### src/rtl/frv_pkg.sv
package frv_pkg;
   localparam int ACC_W = 2;

   typedef enum logic [ACC_W-1:0] {
      ACC_RD = 2'd0,
      ACC_WR = 2'd1,
      ACC_EX = 2'd2
   } acc_e;

   localparam logic RD_SEL   = 1'b0;
   localparam logic RD_CAUSE = 1'b1;
endpackage

### src/rtl/frv_lfsr.sv
module frv_lfsr #(
   parameter int          W     = 16,
   parameter logic [W-1:0] TAPS = 16'h8805,
   parameter logic [W-1:0] SEED = 16'hCCCC
) (
   input  logic         clk,
   input  logic         rst_n,
   input  logic         step,
   output logic [W-1:0] state
);
   generate
      if (W < 2) begin : g_bad_w
         $error("frv_lfsr: W must be at least 2");
      end
      if (TAPS == '0) begin : g_bad_taps
         $error("frv_lfsr: TAPS must not be zero");
      end
   endgenerate

   logic [W-1:0] tapped;
   logic         fb;

   for (genvar i = 0; i < W; i++) begin : g_tap
      if (TAPS[i]) begin : g_on
         assign tapped[i] = state[i];
      end else begin : g_off
         assign tapped[i] = 1'b0;
      end
   end

   assign fb = ^tapped;

   always_ff @(posedge clk) begin
      if (!rst_n)
         state <= SEED;
      else if (step)
         state <= {fb, state[W-1:1]};
   end
endmodule

### src/rtl/frv_sel_pack.sv
module frv_sel_pack #(
   parameter int IDX_W = 4,
   parameter int WAY_W = 2,
   parameter int REG_W = 32
) (
   input  logic             miss,
   input  logic [WAY_W-1:0] rnd_way,
   input  logic [WAY_W-1:0] hit_way,
   input  logic [IDX_W-1:0] idx,
   output logic [REG_W-1:0] sel_next
);
   localparam int USED_W = IDX_W + WAY_W;

   generate
      if (USED_W > REG_W) begin : g_bad_w
         $error("frv_sel_pack: index and way do not fit the register");
      end
   endgenerate

   logic [WAY_W-1:0] way;
   assign way = miss ? rnd_way : hit_way;

   generate
      if (USED_W < REG_W) begin : g_pad
         assign sel_next = {{(REG_W-USED_W){1'b0}}, way, idx};
      end else begin : g_full
         assign sel_next = {way, idx};
      end
   endgenerate
endmodule

### src/rtl/frv_cause_reg.sv
module frv_cause_reg #(
   parameter int             REG_W   = 32,
   parameter int             PID_W   = 8,
   parameter int             ACC_W   = 2,
   parameter int             VPN_W   = 19,
   parameter int             PID_LSB = 0,
   parameter int             ACC_LSB = 8,
   parameter int             VPN_LSB = 13,
   parameter logic [REG_W-1:0] RST  = '0
) (
   input  logic             clk,
   input  logic             rst_n,
   input  logic             we,
   input  logic [PID_W-1:0] pid,
   input  logic [ACC_W-1:0] acc,
   input  logic [VPN_W-1:0] vpn,
   output logic [REG_W-1:0] q
);
   localparam int PID_MSB = PID_LSB + PID_W - 1;
   localparam int ACC_MSB = ACC_LSB + ACC_W - 1;
   localparam int VPN_MSB = VPN_LSB + VPN_W - 1;

   generate
      if (PID_MSB >= REG_W || ACC_MSB >= REG_W || VPN_MSB >= REG_W) begin : g_bad_fit
         $error("frv_cause_reg: a field runs past the register");
      end
      if (!(PID_MSB < ACC_LSB && ACC_MSB < VPN_LSB)) begin : g_bad_order
         $error("frv_cause_reg: fields must be ordered and disjoint");
      end
   endgenerate

   logic [REG_W-1:0] d;

   for (genvar b = 0; b < REG_W; b++) begin : g_bit
      if (b >= PID_LSB && b <= PID_MSB) begin : g_pid
         assign d[b] = pid[b-PID_LSB];
      end else if (b >= ACC_LSB && b <= ACC_MSB) begin : g_acc
         assign d[b] = acc[b-ACC_LSB];
      end else if (b >= VPN_LSB && b <= VPN_MSB) begin : g_vpn
         assign d[b] = vpn[b-VPN_LSB];
      end else begin : g_keep
         assign d[b] = q[b];
      end
   end

   always_ff @(posedge clk) begin
      if (!rst_n)
         q <= RST;
      else if (we)
         q <= d;
   end
endmodule

### src/rtl/frv_fault_rec.sv
module frv_fault_rec #(
   parameter int                 VPN_W     = 19,
   parameter int                 PID_W     = 8,
   parameter int                 IDX_W     = 4,
   parameter int                 WAY_W     = 2,
   parameter int                 REG_W     = 32,
   parameter int                 LFSR_W    = 16,
   parameter logic [LFSR_W-1:0]  LFSR_TAPS = 16'h8805,
   parameter logic [LFSR_W-1:0]  LFSR_SEED = 16'hCCCC,
   parameter int                 PID_LSB   = 0,
   parameter int                 ACC_LSB   = 8,
   parameter int                 VPN_LSB   = 13,
   parameter logic [REG_W-1:0]   CAUSE_RST = '0
) (
   input  logic                       clk,
   input  logic                       rst_n,
   input  logic                       flt_stb,
   input  logic                       flt_miss,
   input  logic [WAY_W-1:0]           flt_way,
   input  logic [VPN_W-1:0]           flt_vpn,
   input  logic [frv_pkg::ACC_W-1:0]  flt_acc,
   input  logic [PID_W-1:0]           flt_pid,
   input  logic                       rd_addr,
   output logic [REG_W-1:0]           rd_data,
   output logic [REG_W-1:0]           victim_sel_o,
   output logic [REG_W-1:0]           fault_cause_o,
   output logic [LFSR_W-1:0]          lfsr_o
);
   import frv_pkg::*;

   generate
      if (IDX_W > VPN_W) begin : g_bad_idx
         $error("frv_fault_rec: index wider than page number");
      end
      if (WAY_W > LFSR_W) begin : g_bad_way
         $error("frv_fault_rec: way wider than shift register");
      end
   endgenerate

   logic [REG_W-1:0] sel_next;

   frv_lfsr #(
      .W    (LFSR_W),
      .TAPS (LFSR_TAPS),
      .SEED (LFSR_SEED)
   ) lfsr_i (
      .clk   (clk),
      .rst_n (rst_n),
      .step  (flt_stb),
      .state (lfsr_o)
   );

   frv_sel_pack #(
      .IDX_W (IDX_W),
      .WAY_W (WAY_W),
      .REG_W (REG_W)
   ) sel_pack_i (
      .miss     (flt_miss),
      .rnd_way  (lfsr_o[WAY_W-1:0]),
      .hit_way  (flt_way),
      .idx      (flt_vpn[IDX_W-1:0]),
      .sel_next (sel_next)
   );

   always_ff @(posedge clk) begin
      if (!rst_n)
         victim_sel_o <= '0;
      else if (flt_stb)
         victim_sel_o <= sel_next;
   end

   frv_cause_reg #(
      .REG_W   (REG_W),
      .PID_W   (PID_W),
      .ACC_W   (ACC_W),
      .VPN_W   (VPN_W),
      .PID_LSB (PID_LSB),
      .ACC_LSB (ACC_LSB),
      .VPN_LSB (VPN_LSB),
      .RST     (CAUSE_RST)
   ) cause_i (
      .clk   (clk),
      .rst_n (rst_n),
      .we    (flt_stb),
      .pid   (flt_pid),
      .acc   (flt_acc),
      .vpn   (flt_vpn),
      .q     (fault_cause_o)
   );

   always_comb begin
      unique case (rd_addr)
         RD_CAUSE: rd_data = fault_cause_o;
         default:  rd_data = victim_sel_o;
      endcase
   end
endmodule

### config.mk
export PLATFORM = sky130hd
export DESIGN_NAME = frv_fault_rec
export DESIGN_NICKNAME = d
export VERILOG_FILES = /design/src/rtl/frv_pkg.sv /design/src/rtl/frv_lfsr.sv /design/src/rtl/frv_sel_pack.sv /design/src/rtl/frv_cause_reg.sv /design/src/rtl/frv_fault_rec.sv
export SDC_FILE = /design/constraint.sdc
export NUM_CORES = 1
export LEC_CHECK = 0
export BUFFER_PORTS_ARGS = -buffer_cell sky130_fd_sc_hd__buf_2
export CAP_MARGIN = 15
export CORE_MARGIN = 5
export CORE_UTILIZATION = 28
export DETAILED_ROUTE_END_ITERATION = 16
export PLACE_DENSITY = 0.6
export SYNTH_ARGS = -nofsm -noshare
export SYNTH_HDL_FRONTEND = slang
export SYNTH_SLANG_ARGS = --single-unit
export TNS_END_PERCENT = 50
### constraint.sdc
create_clock -name clk -period 1.5 [get_ports clk]
set_input_delay 0.3 -clock clk [delete_from_list [all_inputs] [get_ports clk]]
set_output_delay 0.3 -clock clk [all_outputs]
set_load 0.005 [all_outputs]
==> reports/qor.yml, run 1 <==
groute.usage.overall_pct: 9.546
netlist_top_cells_area: "sky130_fd_sc_hd__dfxtp_1 (41%), sky130_fd_sc_hd__mux2i_1 (20%), sky130_fd_sc_hd__buf_4 (13%)"
finalHoldViolations: 0
synth.ff_latch_count: 47
dp_slack_ns: 0.09296
average_instance_area_after_synthesis_um2: 10.17
cts_resized: 0
final_layout_size_suffix_gt1_share_pct: 37.72
grt_max_degree: 48
pwr_density_cell_nw_per_um2: 878.1
cp-end-kind: "primary output"
clock_tree.htree_level_count: 2
synth-xor-area-share_pct: 0.9799
holdBufCountCts: 0
setup_ws_ns: 0.1413
wirelength_um: 5091
insertion_delay_ns: 0.29
worstSetupPathType: "in2out"
placed_cells_incl_taps: 431
routed_via_density: 3.975
finalWeightedCongestion: 0.6544
ctsRootBufferMaster: "sky130_fd_sc_hd__clkbuf_8"
hold_ws_ns: 0.2638
initial_utilization_pct: 28.40
synthAdderAreaFrac_pct: 0
netlist_instances: 226
clkSinkCount: 47
io_pins: 148
post_dp_cell_area_um2: 2836
first_global_vias: 1697
required_ns: 1.20
ys_async_sr_fraction_pct: 0
most_area_hungry_cell_type_in_the_yosys_netlist: "sky130_fd_sc_hd__dfxtp_1"
chipHeight_um: 100.6
final.period_utilization_pct: 90.58
die-area_um2: 10120
drtPass1Iterations: 2
netlist.area_leader.share_pct: 40.94
yosysWarningCount: 0
synth_most_common_cell: "sky130_fd_sc_hd__dfxtp_1"
nets: 369
wire_length_per_cell_um: 11.60
synth.lib_cells_used.distinct: 17
clock-skew-final_ns: 0.007282
cp_max_fo: 15
initial_antenna_violation_count: 0
setup.worst_path.start_class: "primary input"
mux_share_of_post_synthesis_cell_area_pct: 22.97
final_antenna_net_count: 0
fin_util_pct: 36.10
synth.yosys.seq_area_share_pct: 40.94
cts_made_buffers: 5
synthFlopType: "sky130_fd_sc_hd__dfxtp_1"
std_cell_rows: 33
core_ar_um2: 8093
die_width_um: 100.6
final_layout_setup_total_negative_slack_ns: 0
detailroute.via_count: 1745
post_synth_instance_area_um2: 2298
antennaDiodeCount: 0
finish.cell_count_without_fillers: 439
drc: 0
layout-area-overhead-vs-synth_pct: 27.11
grt_pass1_wl_um: 7948
post-layout-total-power_mw: 2.565
grt_setup_unrepaired: "false"
final_design_area_no_fill_um2: 2922
post-cts-setup-buffer-count: 0
detail_route.iter0.violations: 24
timing.max_cap.violations: 0
synth.cells.most_frequent: "sky130_fd_sc_hd__dfxtp_1 (47), sky130_fd_sc_hd__mux2i_1 (46), sky130_fd_sc_hd__buf_4 (39)"
finalCriticalPeriod_ns: 1.359
synth_edf_count: 0
synth_simple_gate_area_share_pct: 18.35
min-delay-path-class: "in2reg"
synth_compound_area_share_pct: 1.089
status: "complete, no violations"
maxClockFrequency_mhz: 736.0
clockBufferDepth: 2
dp_hpwl_um: 3931
maxSlewViolCount: 0
vdd.ir_drop.worst_v: 0.0004523
combinational_family_with_the_most_area_after_synthesis: "multiplexers"
tritoncts: "done"
grt.overflow.total: 0
finalSetupViolations: 0
critPathArrivalTime_ns: 1.06
count_of_buffers_from_port_buffering: 115
cts.reportedPaths.clkPinSlew_ns: 0.08
total_leakage_power_nw: 1.601
## cells by family after synthesis
| family | count (synthesis) |
|---|---|
| AO/OA/AOI/OAI | 3 |
| XOR/XNOR | 1 |
| multiplexers | 52 |
| other | 1 |
| flip-flops | 47 |
| AND/OR/NAND/NOR | 71 |
| buffers and inverters | 51 |
## power breakdown
part	leakage [nW]	total [mW]	internal, mW	switching [mW]
Clock	0.0412	0.729	0.326	0.403
Combinational	1.17	0.447	0.244	0.203
Sequential	0.389	1.39	1.33	0.0618
Total	1.60	2.57	1.90	0.667
## state kept, by name, indices dropped and copies added (netlist names)
register	cells
victim_sel_o	2
cause_i.q	29
lfsr_i.state	16
## per-layer routing
metal	wire length, um	global-route usage (%)	part of all wire, %
met1	2003	10.74	39
met2	2438	16.91	48
met3	649	3.737	13
met4	0	2.176	0
met5	0	0	0
## path summary, 6_finish.rpt
kind	from	endpoint	slack [ns]	cells past startpoint
worst min-delay path	flt_vpn[8]	cause_i.q[21]$_SDFFE_PN0P_	0.26	3
worst max register to register	lfsr_i.state[0]$_SDFFE_PN0P_	lfsr_i.state[15]$_SDFFE_PN1P_	0.32	3
worst max-delay path	rd_addr	rd_data[27]	0.14	4
worst min register to register	lfsr_i.state[12]$_SDFFE_PN0P_	lfsr_i.state[11]$_SDFFE_PN1P_	0.51	2
## layout make-up
cell class	count	area, um2
clock buffers	6	72.57
inverters	1	3.754
multi-input cells	159	1117
flip-flops and latches	47	940.9
clock inverters	2	12.51
well taps	105	131.4
repair buffers	119	643.1
fillers	864	5171
## critical path: stages
cell                     delay [ns]
sky130_fd_sc_hd__buf_2         0.26
sky130_fd_sc_hd__buf_4         0.25
sky130_fd_sc_hd__and2_1        0.15
sky130_fd_sc_hd__buf_2         0.11
## cells in the final DEF, fill, tap and decap left out
cell / count
sky130_fd_sc_hd__and2_1: 23
sky130_fd_sc_hd__buf_12: 3
sky130_fd_sc_hd__buf_2: 115
sky130_fd_sc_hd__buf_4: 1
sky130_fd_sc_hd__clkbuf_1: 1
sky130_fd_sc_hd__clkbuf_8: 5
sky130_fd_sc_hd__clkinv_2: 1
sky130_fd_sc_hd__clkinvlp_4: 1
sky130_fd_sc_hd__conb_1: 32
sky130_fd_sc_hd__dfxtp_1: 47
sky130_fd_sc_hd__inv_1: 1
sky130_fd_sc_hd__mux2_1: 6
sky130_fd_sc_hd__mux2i_1: 46
sky130_fd_sc_hd__nand2_1: 9
sky130_fd_sc_hd__nand3b_1: 1
sky130_fd_sc_hd__nor2b_1: 37
sky130_fd_sc_hd__nor3_1: 1
sky130_fd_sc_hd__o211a_1: 2
sky130_fd_sc_hd__o21ai_0: 1
sky130_fd_sc_hd__xnor3_1: 1
No activity file was read; power rests on OpenSTA's default activity.
==> run 2, diff against run 1 <==
- CAP_MARGIN: 15 -> default
- PLACE_DENSITY: 0.6 -> 0.54
- SYNTH_HIERARCHICAL: default -> 1
==> run 2 against run 1 <==
Net effect: fmax down 4.8%; first-iteration DRC count grew to 3.5 times the previous value; worst hold slack lost 0.037 ns; register-to-register slack better by 0.03 ns; clock power increased to 3.1 times the previous value; sequential power rose by 64%; routed wire length increased by 61%; combinational power is 69% higher; die area is 57% higher; critical path depth stayed put; largest power group unchanged; count of clock-buffer cells in the layout up 3; via count is 46% higher.
==> reports/qor.yml, run 2 <==
ff2ff_setup_slack_ns: 0.35
drtPass1Iterations: 4
first_global_vias: 2610
routed_via_density: 3.974
hp-start: "flt_vpn[5]"
dp_hpwl_um: 6067
setup.worst_path.start_class: "primary input"
cts_resized: 0
yosysWarningCount: 6
reg2regPathDepth: 3
hold_end: "cause_i/q[18]$_SDFFE_PN0P_"
final_design_area_no_fill_um2: 4827
final_layout_setup_total_negative_slack_ns: 0
cp_max_fo: 22
core_ar_um2: 13240
clock_tree.htree_level_count: 3
grt_setup_unrepaired: "false"
worstSetupPathType: "in2out"
grt_max_degree: 78
grt_util_met3_pct: 3.218
post-cts-setup-buffer-count: 0
clockBufferDepth: 2
r2r-start: "lfsr_i/state[0]$_SDFFE_PN0P_"
cp_cell_sequence: "buf_2 > buf_12 > mux2_4 > buf_2"
netlist_instances: 323
antennaDiodeCount: 0
final_layout_size_suffix_gt1_share_pct: 43.78
min_delay_path_depth: 3
buf_inv_stages_crit_path: 3
count_of_buffers_from_port_buffering: 144
wirelength_um: 8177
holdBufCountCts: 0
netlist_top_cells_area: "sky130_fd_sc_hd__dfxtp_1 (41%), sky130_fd_sc_hd__mux2i_1 (20%), sky130_fd_sc_hd__mux2_4 (12%)"
initial_antenna_violation_count: 0
required_ns: 1.20
wire_length_per_cell_um: 12.74
timing_startpoint_of_the_critical_path: "rd_addr"
final_antenna_net_count: 0
initial_utilization_pct: 28.49
insertion_delay_ns: 0.33
vdd.ir_drop.worst_v: 0.0004282
io_pins: 148
finalHoldViolations: 0
synth_most_common_cell: "sky130_fd_sc_hd__dfxtp_1"
cpMostUsedCell: "sky130_fd_sc_hd__buf_2"
synthFlopType: "sky130_fd_sc_hd__dfxtp_1"
layout.cells.most_common: "sky130_fd_sc_hd__buf_2"
groute.layer.met1.usage_pct: 12.42
min-delay-path-class: "in2reg"
clock-skew-final_ns: 0.002041
ctsRootBufferMaster: "sky130_fd_sc_hd__clkbuf_16"
hold_ws_ns: 0.2272
chipHeight_um: 126.1
grt_pass1_wl_um: 13280
die-area_um2: 15890
detail_route.iter0.violations: 83
timing.critical_path.depth: 4
layout-area-overhead-vs-synth_pct: 27.96
maxSlewViolCount: 0
post_synth_instance_area_um2: 3772
r2r_end: "lfsr_i/state[15]$_SDFFE_PN1P_"
grt.overflow.total: 0
tritoncts: "done"
path_delay_family: "buffers and inverters"
std_cell_rows: 42
gr-max-usage-layer: "met2"
synth.ff_latch_count: 77
nFillCells: 1352
layout_top_registers: "victim_sel_o x32, cause_i/q x29, lfsr_i/state x16"
detailroute.via_count: 2551
finalSetupViolations: 0
finalCriticalPeriod_ns: 1.427
status: "complete, no violations"
maxClockFrequency_mhz: 700.8
cts.reportedPaths.clkPinSlew_ns: 0.06
synth.lib_cells_used.distinct: 18
ys_async_sr_fraction_pct: 0
finalWeightedCongestion: 0.7328
total_leakage_power_nw: 2.497
multi_input_area_um2: 1868
flip_flop_count_of_the_largest_register_all_copies_and_words_added: 32
final.period_utilization_pct: 95.13
netlist.area_leader.share_pct: 40.86
most_area_hungry_cell_type_in_the_yosys_netlist: "sky130_fd_sc_hd__dfxtp_1"
clkSinkCount: 77
gr-usage-met2_pct: 16.53
post_dp_cell_area_um2: 4512
seqCellArea_um2: 1541
die_width_um: 126.1
cts_made_buffers: 9
groute.usage.overall_pct: 10.31
layout.cells.most_common_list: "sky130_fd_sc_hd__buf_2 (143), sky130_fd_sc_hd__dfxtp_1 (77), sky130_fd_sc_hd__mux2i_1 (76)"
pwr_density_cell_nw_per_um2: 1100
post-layout-total-power_mw: 5.309
register_bank_with_the_most_flops: "victim_sel_o"
drc: 0
cp-end-kind: "primary output"
max_stage_delay_ns: 0.32
timing.critical_path.slowest_stage_cell: "sky130_fd_sc_hd__mux2_4"
synth.cells.most_frequent: "sky130_fd_sc_hd__dfxtp_1 (77), sky130_fd_sc_hd__mux2i_1 (76), sky130_fd_sc_hd__nor2b_1 (69)"
average_instance_area_after_synthesis_um2: 11.68
synth_edf_count: 0
nets: 497
critPathArrivalTime_ns: 1.13
timing.max_cap.violations: 0
synth.yosys.seq_area_share_pct: 40.86
run 2: cell types whose count changed after synthesis, moves of 3 or more:
cell,change
sky130_fd_sc_hd__dfxtp_1,+30
sky130_fd_sc_hd__mux2i_1,+30
sky130_fd_sc_hd__buf_8,+3
sky130_fd_sc_hd__mux2_2,+4
sky130_fd_sc_hd__buf_4,-4
sky130_fd_sc_hd__mux2_4,+30
sky130_fd_sc_hd__mux2_1,-6
sky130_fd_sc_hd__and2_1,-23
sky130_fd_sc_hd__nor2b_1,+32
sky130_fd_sc_hd__buf_12,+4
run 2: area by class of cell:
type / instances / share of cell area [%]
inverters: 1 / 0.07776
clock buffers: 9 / 4.666
flip-flops and latches: 77 / 31.93
well taps: 176 / 4.562
multi-input cells: 219 / 38.70
clock inverters: 7 / 1.866
repair buffers: 153 / 18.20
run 2: per-layer routing:
metal | routed length (um) | part of all wire, %
met1 | 3496 | 43
met5 | 0 | 0
met3 | 677 | 8.3
met4 | 170 | 2.1
met2 | 3833 | 47
run 2: how the worst max path moves through the flow:
stage,slack [ns],endpoint
after floorplan,0.35,rd_data[0]
after global placement,0.09,rd_data[7]
after detailed placement,0.08,rd_data[3]
after CTS,0.07,rd_data[3]
after global routing,0.05,rd_data[3]
final,0.07,rd_data[3]
run 2: per-stage QoR:
step                cells  setup WS, ns  utilization, %
detailed placement    626       0.08108           34.07
floorplan             350        0.3462               -
global placement      626       0.09196           34.07
global route          642       0.05024           36.45
finish                642       0.07307           36.45
CTS                   642       0.07244           36.45
run 2: cell families (layout without fill, tap and decap cells):
family	Yosys count	in the layout	synth area share, %
mux	110	110	33.30
other cells	2	29	0.1991
flops	77	77	40.86
buf+inv	54	170	12.30
compound gates	1	1	0.1325
simple gates	78	78	12.60
xor+xnor	1	1	0.5970
run 2: tightest hold or removal path, stage by stage:
cell and delay [ns]:
sky130_fd_sc_hd__buf_2 0.08, sky130_fd_sc_hd__mux2i_1 0.05, sky130_fd_sc_hd__nor2b_1 0.09
run 2: where the power goes:
part	switching (mW)	internal, mW
Combinational	0.313	0.444
Clock	0.827	1.45
Sequential	0.104	2.18
Total	1.24	4.07
==> run 3, diff against run 2 <==
- PLACE_DENSITY: 0.54 -> default
- PLACE_DENSITY_LB_ADDON: default -> 0.3
==> run 3 against run 2 <==
Net effect: worst setup slack gained 0.020 ns; flip-flop and latch count unchanged; sequential share of layout area grew 0.35 points; register-to-register slack worse by 0.02 ns; sequential power about the same; fmax grew 1.4%; combinational power hardly changed; critical endpoint is now rd_data[9].
==> reports/qor.yml, run 3 (synthesis gave the netlist of run 2 again) <==
reg2regPathDepth: 3
flip_flop_count_of_the_largest_register_all_copies_and_words_added: 32
nFillCells: 1367
die-area_um2: 15890
power_report.internal_total_mw: 3.895
power.clock.fraction_pct: 40.6
pwr-share-comb_pct: 14.8
pwr_density_cell_nw_per_um2: 1070
worstSetupPathType: "in2out"
maxClockFrequency_mhz: 710.7
tritoncts: "done"
die_width_um: 126.1
wire_length_per_cell_um: 12.97
post_dp_cell_area_um2: 4499
initial_utilization_pct: 28.49
holdBufCountCts: 0
finalWeightedCongestion: 0.7113
first_global_vias: 2564
clkSinkCount: 77
cp-end-kind: "primary output"
chipHeight_um: 126.1
setup.worst_path.start_class: "primary input"
status: "complete, no violations"
required_ns: 1.20
layout-area-overhead-vs-synth_pct: 26.57
clock_tree.htree_level_count: 3
io_pins: 148
hold_end: "cause_i/q[19]$_SDFFE_PN0P_"
sequentialPowerShare_pct: 44.6
std_cell_rows: 42
clock-skew-final_ns: 0.004815
timing.max_cap.violations: 0
post-layout-total-power_mw: 5.109
clockBufferDepth: 2
nets: 497
final_layout_setup_total_negative_slack_ns: 0
cts_resized: 0
min-delay-path-class: "in2reg"
core_ar_um2: 13240
ctsRootBufferMaster: "sky130_fd_sc_hd__clkbuf_16"
layout.cells.most_common_list: "sky130_fd_sc_hd__buf_2 (143), sky130_fd_sc_hd__dfxtp_1 (77), sky130_fd_sc_hd__mux2i_1 (76)"
cts_made_buffers: 9
register_bank_with_the_most_flops: "victim_sel_o"
layout_top_registers: "victim_sel_o x32, cause_i/q x29, lfsr_i/state x16"
placed_cells_incl_taps: 626
r2r-start: "lfsr_i/state[0]$_SDFFE_PN0P_"
finish.cell_count_without_fillers: 641
antennaDiodeCount: 0
dp_hpwl_um: 6043
count_of_buffers_from_port_buffering: 144
initial_antenna_violation_count: 0
final_antenna_net_count: 0
finalCriticalPeriod_ns: 1.407
grt.overflow.total: 0
routed_via_density: 4.009
wirelength_um: 8312
grt_setup_unrepaired: "false"
final.period_utilization_pct: 93.81
post-cts-setup-buffer-count: 0
detail_route.iter0.violations: 80
switching_part_of_the_total_power_pct: 23.75
vdd.ir_drop.worst_v: 0.0008656
cp_max_fo: 20
r2r_end: "lfsr_i/state[15]$_SDFFE_PN1P_"
detailroute.via_count: 2570
finalSetupViolations: 0
cts.reportedPaths.clkPinSlew_ns: 0.06
ff2ff_setup_slack_ns: 0.33
hold_ws_ns: 0.2217
drtPass1Iterations: 3
layout.cells.most_common: "sky130_fd_sc_hd__buf_2"
hp-start: "flt_vpn[6]"
insertion_delay_ns: 0.34
groute.usage.overall_pct: 10.45
final_design_area_no_fill_um2: 4775
total_leakage_power_nw: 2.475
min_delay_path_depth: 3
finalHoldViolations: 0
drc: 0
final_layout_size_suffix_gt1_share_pct: 42.80
maxSlewViolCount: 0
grt_pass1_wl_um: 13330
switching_power_mw: 1.213
grt_max_degree: 78
critPathArrivalTime_ns: 1.11
[run 3: cell count changes in the layout (fill, tap and decap cells not counted)]
| cell | before | now |
|---|---|---|
| sky130_fd_sc_hd__clkbuf_1 | 0 | 4 |
| sky130_fd_sc_hd__buf_4 | 3 | 4 |
| sky130_fd_sc_hd__clkinvlp_4 | 2 | 0 |
| sky130_fd_sc_hd__bufinv_16 | 2 | 1 |
| sky130_fd_sc_hd__buf_12 | 7 | 6 |
| sky130_fd_sc_hd__clkinv_2 | 3 | 1 |
[run 3: metal layers]
layer | GRT usage [%] | up-vias | part of all wire (%)
met3 | 4.276 | 12 | 9.0
met4 | 4.921 | 0 | 2.1
met5 | 0 | - | 0
met2 | 17.15 | 95 | 47
met1 | 11.82 | 1174 | 42
li1 | - | 1289 | -
[run 3: layout make-up]
| class | count | area (um2) | area share [%] |
|---|---|---|---|
| Clock buffer | 13 | 240.2 | 5.031 |
| Clock inverter | 2 | 35.03 | 0.7338 |
| Inverter | 1 | 3.754 | 0.07862 |
| Multi-Input combinational cell | 219 | 1868 | 39.12 |
| Sequential cell | 77 | 1541 | 32.29 |
| Tap cell | 176 | 220.2 | 4.612 |
| Timing Repair Buffer | 153 | 865.8 | 18.13 |
[run 3: per-stage QoR]
step,setup slack [ns],util [%]
detailed placement,0.09468,33.98
global placement,0.1038,33.98
floorplan,0.3462,-
CTS,0.04782,36.05
global route,0.05491,36.05
finish,0.09292,36.05
[run 3: worst max-delay path: stages]
cell	delay, ns
sky130_fd_sc_hd__buf_2	0.14
sky130_fd_sc_hd__buf_12	0.20
sky130_fd_sc_hd__mux2_4	0.31
sky130_fd_sc_hd__buf_2	0.13
[run 3: worst max path at each step]
stage	slack (ns)	cells past startpoint	start	end
floorplan	0.35	3	rd_addr	rd_data[0]
global placement	0.10	4	rd_addr	rd_data[1]
detailed placement	0.09	4	rd_addr	rd_data[18]
CTS	0.05	2	victim_sel_o[2]$_SDFFE_PN0P_	rd_data[2]
global route	0.05	4	rd_addr	rd_data[18]
finish	0.09	4	rd_addr	rd_data[9]
[run 3: power groups by stage]
stage          combinational, mW  clock [mW]  sequential, mW
6_report                   0.756        2.07            2.28
5_1_grt                    0.835        2.25            2.30
3_3_place_gp               0.760           0            2.32
4_1_cts                    0.774        2.18            2.28
2_1_floorplan              0.531           0            2.32
3_5_place_dp               0.772           0            2.33
